File: src/rtl/ptc_pkg.sv
package ptc_pkg;

    typedef enum logic [1:0] {
        REF_EVT_UTC  = 2'd0,
        REF_EVT_RX   = 2'd1,
        REF_GATE     = 2'd2,
        REF_GATE_ALT = 2'd3
    } ptc_ref_e;

    typedef struct packed {
        logic issue;
        logic inband;
        logic held;
    } ptc_dec_t;

    // Combine the dead-band and spacing verdicts for one sample.
    function automatic ptc_dec_t ptc_decide(input logic valid,
                                            input logic above,
                                            input logic allow);
        ptc_dec_t d;
        d.issue  = valid & above & allow;
        d.inband = valid & ~above;
        d.held   = valid & above & ~allow;
        return d;
    endfunction

endpackage

File: src/rtl/ptc_err_sel.sv
module ptc_err_sel
    import ptc_pkg::*;
#(
    parameter int TAG_W = 24
) (
    input  logic [TAG_W-1:0] rf_tag,
    input  logic [TAG_W-1:0] evt_utc_tag,
    input  logic [TAG_W-1:0] evt_rx_tag,
    input  logic [TAG_W-1:0] gate_tag,
    input  logic [1:0]       ref_sel,
    output logic             err_neg,
    output logic [TAG_W-1:0] err_mag
);
    logic [TAG_W-1:0] ref_t;
    logic [TAG_W-1:0] diff;

    always_comb begin
        unique case (ptc_ref_e'(ref_sel))
            REF_EVT_UTC: ref_t = evt_utc_tag;
            REF_EVT_RX:  ref_t = evt_rx_tag;
            default:     ref_t = gate_tag;
        endcase
        diff    = rf_tag - ref_t;
        err_neg = diff[TAG_W-1];
        // unsigned magnitude: the most negative value maps to 2^(TAG_W-1)
        err_mag = err_neg ? (~diff + 1'b1) : diff;
    end
endmodule

File: src/rtl/ptc_gain.sv
module ptc_gain #(
    parameter int TAG_W = 24,
    parameter int SH_W  = 5
) (
    input  logic                    err_neg,
    input  logic [TAG_W-1:0]        err_mag,
    input  logic [SH_W-1:0]         shift,
    output logic signed [TAG_W:0]   corr
);
    logic [TAG_W-1:0] q;

    always_comb begin
        // shifting the magnitude rounds toward zero for both signs
        q    = err_mag >> shift;
        corr = err_neg ? $signed({1'b0, q}) : -$signed({1'b0, q});
    end
endmodule

File: src/rtl/ptc_rate.sv
module ptc_rate #(
    parameter int CNT_W = 16
) (
    input  logic             clk,
    input  logic             rst,
    input  logic             sample,
    input  logic             issue,
    input  logic [CNT_W-1:0] interval,
    output logic             allow
);
    localparam logic [CNT_W-1:0] CNT_MAX = {CNT_W{1'b1}};

    logic [CNT_W-1:0] cnt;
    logic [CNT_W-1:0] cnt_inc;

    always_comb begin
        cnt_inc = (cnt == CNT_MAX) ? CNT_MAX : cnt + 1'b1;
        allow   = (cnt_inc >= interval);
    end

    always_ff @(posedge clk) begin
        if (rst) begin
            cnt <= CNT_MAX;
        end else if (sample) begin
            cnt <= issue ? '0 : cnt_inc;
        end
    end
endmodule

File: src/rtl/ptc_steer_ctrl.sv
module ptc_steer_ctrl
    import ptc_pkg::*;
#(
    parameter int TAG_W = 24,
    parameter int SH_W  = 5,
    parameter int CNT_W = 16
) (
    input  logic                  clk,
    input  logic                  rst,
    input  logic                  smp_valid,
    input  logic [TAG_W-1:0]      rf_tag,
    input  logic [TAG_W-1:0]      evt_utc_tag,
    input  logic [TAG_W-1:0]      evt_rx_tag,
    input  logic [TAG_W-1:0]      gate_tag,
    input  logic [1:0]            cfg_ref,
    input  logic [SH_W-1:0]       cfg_tc_log2,
    input  logic [TAG_W-1:0]      cfg_min_steer,
    input  logic [CNT_W-1:0]      cfg_interval,
    output logic                  steer_req,
    output logic signed [TAG_W:0] steer_amt,
    output logic                  stat_inband,
    output logic                  stat_held
);
    localparam int AMT_W = TAG_W + 1;

    logic                   err_neg;
    logic [TAG_W-1:0]       err_mag;
    logic signed [AMT_W-1:0] corr;
    logic                   above;
    logic                   allow;
    ptc_dec_t               dec;

    ptc_err_sel #(.TAG_W(TAG_W)) u_sel (
        .rf_tag      (rf_tag),
        .evt_utc_tag (evt_utc_tag),
        .evt_rx_tag  (evt_rx_tag),
        .gate_tag    (gate_tag),
        .ref_sel     (cfg_ref),
        .err_neg     (err_neg),
        .err_mag     (err_mag)
    );

    ptc_gain #(.TAG_W(TAG_W), .SH_W(SH_W)) u_gain (
        .err_neg (err_neg),
        .err_mag (err_mag),
        .shift   (cfg_tc_log2),
        .corr    (corr)
    );

    assign above = (err_mag > cfg_min_steer);
    assign dec   = ptc_decide(smp_valid, above, allow);

    ptc_rate #(.CNT_W(CNT_W)) u_rate (
        .clk      (clk),
        .rst      (rst),
        .sample   (smp_valid),
        .issue    (dec.issue),
        .interval (cfg_interval),
        .allow    (allow)
    );

    always_ff @(posedge clk) begin
        if (rst) begin
            steer_req   <= 1'b0;
            steer_amt   <= '0;
            stat_inband <= 1'b0;
            stat_held   <= 1'b0;
        end else begin
            steer_req <= dec.issue;
            if (dec.issue) begin
                steer_amt <= corr;
            end
            if (smp_valid) begin
                stat_inband <= dec.inband;
                stat_held   <= dec.held;
            end
        end
    end
endmodule

File: config.mk
export PLATFORM = sky130hd
export DESIGN_NAME = ptc_steer_ctrl
export DESIGN_NICKNAME = d
export VERILOG_FILES = /design/src/rtl/ptc_pkg.sv /design/src/rtl/ptc_err_sel.sv /design/src/rtl/ptc_gain.sv /design/src/rtl/ptc_rate.sv /design/src/rtl/ptc_steer_ctrl.sv
export SDC_FILE = /design/constraint.sdc
export NUM_CORES = 1
export LEC_CHECK = 0
export BUFFER_PORTS_ARGS = -buffer_cell sky130_fd_sc_hd__buf_2
export CAP_MARGIN = 20
export CORE_ASPECT_RATIO = 0.8
export CORE_UTILIZATION = 58
export DETAILED_ROUTE_END_ITERATION = 8
export HOLD_SLACK_MARGIN = 0.02
export MAX_ROUTING_LAYER = met4
export PLACE_DENSITY = 0.87
export SYNTH_ARGS = -nofsm -noshare
export SYNTH_HDL_FRONTEND = slang
export SYNTH_SLANG_ARGS = --single-unit
File: constraint.sdc
create_clock -name clk -period 10.43 [get_ports clk]
set_clock_uncertainty 0.2 [all_clocks]
set_input_delay 1.5645 -clock clk [delete_from_list [all_inputs] [get_ports clk]]
set_output_delay 1.5645 -clock clk [all_outputs]
set_load 0.05 [all_outputs]
# Yosys cells after proc, flatten, opt, wreduce, memory -nomap -nowiden
# Cells that the tools add are included.
# word_totals
ff_bits,44
in_bits,146
output_inout_bits,28
wordCells,27
# classes
add_sub_neg,4
order_cmp,2
eq_ne,2
shifts,1
n_mux,5
bitwise_logic,7
n_reduce_logical,1
# ops
op,n
one-hot mux 24 bit (2 select lines),1
2-to-1 mux 16 bit,2
2-to-1 mux 25 bit,1
negator 24 -> 25 bit,1
"adder 24 x 1 -> 24 bit, second input constant",1
greater-than comparator 24 bit,1
2-to-1 mux 24 bit,1
NOT 24 bit,1
>> shifter 24 x 5 -> 24 bit,1
subtractor 24 bit,1
"adder 16 x 1 -> 16 bit, second input constant",1
"== test 16 bit, second input constant",1
>= comparator 16 bit,1
AND 1 bit,4
"== test 2 x 1 -> 1 bit, second input constant",1
zero test 2 bit,1
NOT 1 bit,2

# Longest topological paths before layout
# Gate-level depths: netlist of the first run.
# logic_depth
word_depth,10
mapped_depth,37
depth_no_buf,30

# Modules after synthesis
# From an unflattened synthesis of the first run, not the netlist that was laid out.
# unflattened
cells_unflattened,1003
area_unflattened_um2,7793.7
# by_module_without_submodules
mod,instances,cells_per_inst,area_per_inst_um2,seq_area_each_um2
ptc_err_sel,1,342,2416.1,0.0
ptc_gain,1,254,2099.5,0.0
ptc_steer_ctrl,1,206,1756.7,560.5
ptc_rate,1,201,1521.5,320.3

# Least setup slack after synthesis of the first run
# OpenSTA, ideal clock, no wires.
# synth_timing
kind,input to register
start,in cfg_ref[0]
end,reg steer_amt[20]
setup_ps,91
arrival_ps,8016
required_time_ps,10139
setup_slack_ps,2124
cell_stages,32
path_buffers,5
cell_sequence,clkbuf_1 -> buf_1 -> mux2i_1 -> o21ai_0 -> ha_1 -> inv_1 -> fa_1 -> and3_1 -> or3_1 -> a221oi_2 -> o221ai_1 -> nor3_1 -> o31ai_1 -> o31ai_1 -> ha_1 -> a21o_1 -> a211oi_1 -> o21bai_1 -> a211oi_1 -> o21a_1 -> nand2_1 -> or3_1 -> o31ai_1 -> a2111o_1 -> a21oi_1 -> o211a_1 -> o31a_1 -> and2_1 -> clkbuf_1 -> buf_2 -> buf_1 -> a311oi_1
# synth_via
elab_chain_cells,9
elab_cells_between_ends,13
classes_between,3 x add/sub; 1 x order compare; 1 x eq/ne; 1 x shift; 3 x mux; 3 x bitwise; 1 x reduce/logical
# synth_lines
item,line_no,text
"start, declared",ptc_steer_ctrl.sv:15,"input logic [1:0] cfg_ref,"
== test 2 x 1 -> 1 bit or zero test 2 bit (tied branches),ptc_err_sel.sv:18,unique case (ptc_ref_e'(ref_sel))
one-hot mux 24 bit (2 select lines) (*),ptc_err_sel.sv:18,
subtractor 24 bit (*),ptc_err_sel.sv:23,diff = rf_tag - ref_t;
NOT 24 bit,ptc_err_sel.sv:26,err_mag = err_neg ? (~diff + 1'b1) : diff;
adder 24 x 1 -> 24 bit,ptc_err_sel.sv:26,
2-to-1 mux 24 bit,ptc_err_sel.sv:26,
>> shifter 24 x 5 -> 24 bit or greater-than comparator 24 bit (tied branches),"ptc_gain.sv:14, ptc_steer_ctrl.sv:50",
negator 24 -> 25 bit or AND 1 bit (tied branches),"ptc_gain.sv:15, ptc_pkg.sv:21",
2-to-1 mux 25 bit or AND 1 bit (tied branches),"ptc_gain.sv:15, ptc_pkg.sv:21",
"end signal, assigned",ptc_steer_ctrl.sv:71,steer_amt <= corr;
"end, declared",ptc_steer_ctrl.sv:20,"output logic signed [TAG_W:0] steer_amt,"
# Every way passes the cells marked *; elsewhere a longest branch is shown, timed or not.
# A chain may end at the register's enable or synchronous reset.

# Worst setup path after layout of the first run
# layout_timing
start,in cfg_ref[0]
end,reg u_rate.cnt[14]
# layout_via
elab_chain_cells,10
elab_cells_between_ends,11
classes_between,2 x add/sub; 1 x order compare; 1 x eq/ne; 3 x mux; 3 x bitwise; 1 x reduce/logical
# layout_lines
item,line_no,text
== test 2 x 1 -> 1 bit or zero test 2 bit (tied branches),ptc_err_sel.sv:18,
one-hot mux 24 bit (2 select lines) (*),ptc_err_sel.sv:18,
subtractor 24 bit (*),ptc_err_sel.sv:23,
NOT 24 bit,ptc_err_sel.sv:26,
adder 24 x 1 -> 24 bit,ptc_err_sel.sv:26,
2-to-1 mux 24 bit (*),ptc_err_sel.sv:26,
greater-than comparator 24 bit (*),ptc_steer_ctrl.sv:50,assign above = (err_mag > cfg_min_steer);
AND 1 bit (*) (2 in series),ptc_pkg.sv:21,d.issue = valid & above & allow;
2-to-1 mux 16 bit (*),ptc_rate.sv:25,cnt <= issue ? '0 : cnt_inc;
"end signal, assigned",ptc_rate.sv:25,
"end, declared",ptc_rate.sv:13,logic [CNT_W-1:0] cnt;
# Marked as above.

==> results of run 1 <==
==> worst min path at each step <==
stage | startpoint | to | slack, ps
floorplan | u_rate.cnt[10] | u_rate.cnt[10] | 270
global placement | stat_inband | stat_inband | 260
detailed placement | stat_inband | stat_inband | 270
CTS | stat_held | stat_held | 280
global route | stat_held | stat_held | 300
finish | stat_held | stat_held | 270
==> registers in the layout, indices dropped and copies added, names as in the netlist <==
signal       cells
steer_req        1
steer_amt       25
stat_held        1
stat_inband      1
u_rate.cnt      16
==> area by class of cell <==
type                       instances  area share
clock inverter                     1     0.00305
multi-input combinational       1107       0.745
tap                              184      0.0234
inverter                          59      0.0225
sequential                        44      0.0895
clock buffer                       7      0.0155
antenna                            2    0.000508
timing repair buffer             189       0.101
==> power by group <==
part	internal (µW)	total, µW	switching [µW]
registers	188	203	14.9
clock network	126	194	67.8
logic	369	1090	718
==> synthesized netlist by cell type, types with 7 or more instances <==
cell,count
a31oi_1,20
nor2b_1,8
buf_1,8
and3_1,17
a2111oi_0,10
mux2_2,7
xor2_1,18
or3_1,25
xnor2_1,30
nor4_1,13
o21ai_0,85
a21boi_0,9
nand4_1,31
clkbuf_1,60
buf_2,15
ha_1,61
o211ai_1,13
and2_1,12
o22ai_1,8
o31ai_1,20
and4_1,8
nor3_1,49
o21a_1,17
a21o_1,15
nand2b_1,10
mux2i_1,41
a311oi_1,7
nand3_1,47
dfxtp_1,44
a221oi_1,7
nor2_1,124
inv_1,57
a21oi_1,113
nand2_1,121
a211oi_1,39
==> layer usage <==
metal / global-route usage / vias up
met2: 0.586 / 728
met3: 0.143 / 72
met4: 0.0696 / 0
li1: - / 5143
met1: 0.577 / 5034
met5: - / -
==> stage by stage <==
| stage | std cells | instance area (µm²) | setup slack [ps] | util | hold WS [ps] |
|---|---|---|---|---|---|
| global placement | 1582 | 9640 | 1340 | 0.663 | 263 |
| detailed placement | 1582 | 9640 | 1230 | 0.663 | 268 |
| floorplan | 1294 | 8770 | 2120 | - | 268 |
| CTS | 1590 | 9830 | 1490 | 0.676 | 277 |
| finish | 1593 | 9840 | 1290 | 0.677 | 274 |
| global route | 1593 | 9840 | 776 | 0.677 | 302 |
==> cell families (layout without fill, tap and decap cells) <==
family          count (synthesis)  after routing  synth area share
simple gates                  490            490             0.276
compound gates                457            457             0.361
buf+inv                       143            256            0.0642
fa+ha+maj                      62             62            0.0893
xor+xnor                       49             49            0.0505
mux                            49             49            0.0584
flops                          44             44             0.100
other cells                     0              2                 0
==> worst max-delay path, delay by kind of cell <==
kind                     cells  cell delay, ps
AO/OA/AOI/OAI               16            4070
adder cells (fa/ha/maj)      2             710
AND/OR/NAND/NOR              7            1570
buffers and inverters        4            1100
multiplexers                 1              90
==> results.cfg, run 1 <==
[clocking]
cts-buffers-inserted = 5
cts_tree = yes
cts_root_buffer = clkbuf_16
cts_sinks = 44
hold_buffers = 0
cts_max_level = 2
cts_setup_buffers = 0
cts_resized = 0
cts_buffer_depth = 2
clk_latency_ps = 290
clkTransAtPathRegs_ps = 60

[power]
p_total_uw = 1480
power.leakage_uw = 0.00430
peakVddDrop_v = 0.000114
power_density_mw_per_mm2 = 151

[yosys]
seq_area_frac_synth = 0.100
async_flop_share = 0
avgSynthCellArea_um2 = 6.78
synth_seq_cells = 44
netlist_area_mm2 = 0.00877
ys.flop_type = dfxtp_1
yosysTopAreaCell = dfxtp_1
synth_area_leaders = dfxtp_1, ha_1, a21oi_1
syn-num-nets = 1502
synth_warnings = 0
syn_inst = 1294
synth_edf_count = 0
yosysUniqueCellTypes = 95
post-synth-top-area-fraction = 0.100

[global_routing]
grt_pass1_wl_um = 50600
grt_max_degree = 49
grt_use_total = 0.418
antenna_found_initial = 2
grt-ovfl-total = 0
grt_pass1_vias = 9616

[detailed_routing]
wire_per_inst_um = 20.2
vias = 11000
antenna_left = 0
wl_met3_um = 4870
dr_wl_met2_um = 12800
drt_pass1_iterations = 6
totalWireLength_um = 32100
drc = 0
drt-initial-drc-count = 1501
top_layer_used = met4
viasPerCell = 6.89
wl_met1_um = 14000

[sta]
rsz0062_at_grt = no
slew_viol_final = 0
hold_violations = 0
fin_crit_sh = 0.876
slew_headroom = 0.264
tns_ps = 0
setup_viol = 0
fmax_ghz = 0.109
fin_crit_ps = 9140
worst_slew_pin_slew_ps = 1100

[final_layout]
nFillCells = 1277
drive_above_1_share = 0.176
final_cell_mix = buf_2, nor2_1, nand2_1
final_common_cell = buf_2
seq_area_um2 = 881
nNetsFinal = 1614
multi_input_area_mm2 = 0.00733
area_growth_pct = 12.3

[critical_path]
crit_fanout = 45
critPathRequiredTime_ps = 10440
r2r-start = u_rate.cnt[6]
cp-endpoint = u_rate.cnt[14]
worstSetupEndpointType = flip-flop
ff2ff_path_depth = 21
reg2reg_slack_ps = 4810
arrival_ps = 9150
crit_slowest_cell = a21oi_1
crit_type = input port to flip-flop
crit_top_cell = a21oi_1
reg2reg_to = u_rate.cnt[14]
cp-startpoint = cfg_ref[0]
start_kind = input port
max_stage_delay_ps = 840

[job]
drv_cap = 0

[worst_hold_path]
holdCritPathClass = flip-flop to flip-flop
hold_depth = 2

[placed_design]
port_buffers = 173
place_hpwl_um = 25500
gp_congestion = 1.07

[die]
num_rows = 39
die_area_mm2 = 0.0156
start_util = 0.603
ios = 174
die_w_um = 139
dieHeight_um = 112
coreArea_mm2 = 0.0145

[status]
status = complete, no violations
Note: power is estimated with default switching activity, not from simulation.
==> run 2, diff against run 1 <==
--- a/config.mk
+++ b/config.mk
@@ -7,12 +7,14 @@
 export LEC_CHECK = 0
 export BUFFER_PORTS_ARGS = -buffer_cell sky130_fd_sc_hd__buf_2
 export CAP_MARGIN = 20
+export CELL_PAD_IN_SITES_DETAIL_PLACEMENT = 2
+export CELL_PAD_IN_SITES_GLOBAL_PLACEMENT = 2
 export CORE_ASPECT_RATIO = 0.8
-export CORE_UTILIZATION = 58
+export CORE_UTILIZATION = 31
 export DETAILED_ROUTE_END_ITERATION = 8
 export HOLD_SLACK_MARGIN = 0.02
 export MAX_ROUTING_LAYER = met4
-export PLACE_DENSITY = 0.87
+export PLACE_DENSITY = 0.86
 export SYNTH_ARGS = -nofsm -noshare
 export SYNTH_HDL_FRONTEND = slang
 export SYNTH_SLANG_ARGS = --single-unit
==> run 2 against run 1 <==
Against the previous run:
- clock power is 6% lower
- register-to-register slack got worse by 210 ps
- power rose by 1.6%
- critical path depth is 2 lower
- critical path type unchanged
- critical endpoint is now steer_amt[17]
- largest cell class unchanged
- largest power group unchanged
==> results.cfg, run 2 (same netlist as run 1, synthesis figures left out) <==
[status]
status = complete, no violations

[critical_path]
r2r-start = u_rate.cnt[6]
arrival_ps = 9510
start_kind = input port
critPathRequiredTime_ps = 10410
reg2reg_slack_ps = 4600
ff2ff_path_depth = 21
crit_type = input port to flip-flop
crit_fanout = 41
worstSetupEndpointType = flip-flop
reg2reg_to = steer_amt[17]

[clocking]
cts_sinks = 44
clk_latency_ps = 290
cts_resized = 0
hold_buffers = 0
cts_max_level = 2
cts-buffers-inserted = 5
cts_tree = yes
clkTransAtPathRegs_ps = 70
cts_buffer_depth = 2
cts_root_buffer = clkbuf_16
cts_setup_buffers = 0

[sta]
fin_crit_ps = 9520
slew_viol_final = 0
fmax_ghz = 0.105
worst_slew_pin_slew_ps = 1030
hold_violations = 0
rsz0062_at_grt = no
tns_ps = 0
fin_crit_sh = 0.913
slew_headroom = 0.307
setup_viol = 0

[die]
die_area_mm2 = 0.0290
ios = 174
coreArea_mm2 = 0.0275
die_w_um = 190
num_rows = 54
dieHeight_um = 152
start_util = 0.319

[worst_hold_path]
hold_depth = 2
holdCritPathClass = flip-flop to flip-flop
hp-start = steer_amt[4]
hold_path_end = steer_amt[4]

[power]
power.leakage_uw = 0.00427
p_int_uw = 670
p_sw_frac = 0.555
comb_power_share = 0.743
power_density_mw_per_mm2 = 150
peakVddDrop_v = 0.0000640
p_switching_uw = 837
sequentialPowerShare = 0.136
p_clk_frac = 0.121

[final_layout]
fin_area_mm2 = 0.0100
largest_reg_flops = 25
final_common_cell = buf_2
seq_area_um2 = 881
area_growth_pct = 14.4
final_cell_mix = buf_2, nor2_1, nand2_1
multi_input_area_mm2 = 0.00733
reg_top3 = steer_amt x25, u_rate.cnt x16
nFillCells = 3338
drive_above_1_share = 0.173
nNetsFinal = 1612
max_flop_register = steer_amt

[placed_design]
place_area_mm2 = 0.00985
port_buffers = 173
place_hpwl_um = 31900
gp_congestion = 0.947

[global_routing]
grt_pass1_vias = 11400
grt-ovfl-total = 0
grt_pass1_wl_um = 63800
grt_max_degree = 49
grt_use_total = 0.281
antenna_found_initial = 2

[detailed_routing]
antenna_left = 0
wl_met3_um = 2990
wire_per_inst_um = 22.9
wl_met1_um = 18200
drt-initial-drc-count = 960
viasPerCell = 6.30
vias = 11100
top_layer_used = met4
totalWireLength_um = 40600
drt_pass1_iterations = 5
dr_wl_met2_um = 18600
drc = 0

[job]
drv_cap = 0
[run 2: cell types whose count changed in the layout (fill, tap and decap cells not counted)]
| cell | change |
|---|---|
| clkbuf_8 | -2 |
| buf_4 | -2 |
[run 2: worst max-delay path by stage]
stage	from	end	slack, ps	cells after the start
detailed placement	cfg_ref[0]	steer_amt[1]	860	29
finish	cfg_ref[0]	steer_amt[17]	910	28
CTS	cfg_ref[0]	steer_amt[17]	1050	28
floorplan	cfg_ref[0]	steer_amt[20]	2120	32
global route	cfg_ref[0]	steer_amt[1]	390	29
global placement	cfg_ref[0]	steer_amt[1]	1160	29
[run 2: final cells by class]
type	instances	area share
well taps	364	0.0454
clock inverters	1	0.00300
clock buffers	5	0.0125
flip-flops and latches	44	0.0879
repair buffers	187	0.0973
diodes	2	0.000499
inverters	59	0.0221
multi-input cells	1107	0.731
[run 2: power by group through the flow]
| stage | Combinational (µW) | Sequential, µW | Clock (µW) |
|---|---|---|---|
| 2_1_floorplan | 709 | 249 | 0 |
| 3_3_place_gp | 1030 | 206 | 0 |
| 3_5_place_dp | 1070 | 208 | 0 |
| 4_1_cts | 1090 | 205 | 185 |
| 5_1_grt | 1200 | 208 | 194 |
| 6_report | 1120 | 205 | 182 |
[run 2: routing by layer]
layer	GRT usage	vias to the layer above
met3	0.0417	73
met4	0.0680	0
li1	-	5123
met5	-	-
met1	0.375	5527
met2	0.441	422
[run 2: worst max-delay path: stages]
cell and delay (ps):
buf_2 550, mux2i_1 150, o21ai_0 190, ha_1 220
inv_1 60, fa_1 440, and3_1 220, or3_1 390
a221oi_2 580, o221ai_1 420, nor3_1 580, nor3_1 140
xnor2_1 530, ha_1 370, o21ai_0 170, o21bai_1 90
a211oi_1 280, o21a_1 240, nand2_1 80, or3_1 340
o31ai_1 90, a2111o_1 150, a21oi_1 80, o211a_1 210
o31a_1 330, and2_2 470, o311a_1 230, a211oi_2 330
[run 2: metrics by stage]
| step | instances | worst slack, ps | hold WS [ps] | utilization | power (µW) |
|---|---|---|---|---|---|
| after floorplan | 1294 | 2120 | 268 | - | 959 |
| after global placement | 1760 | 1160 | 261 | 0.358 | 1230 |
| after detailed placement | 1760 | 864 | 268 | 0.358 | 1280 |
| after CTS | 1766 | 1050 | 312 | 0.364 | 1480 |
| after global routing | 1769 | 393 | 331 | 0.365 | 1600 |
| final | 1769 | 906 | 303 | 0.365 | 1510 |
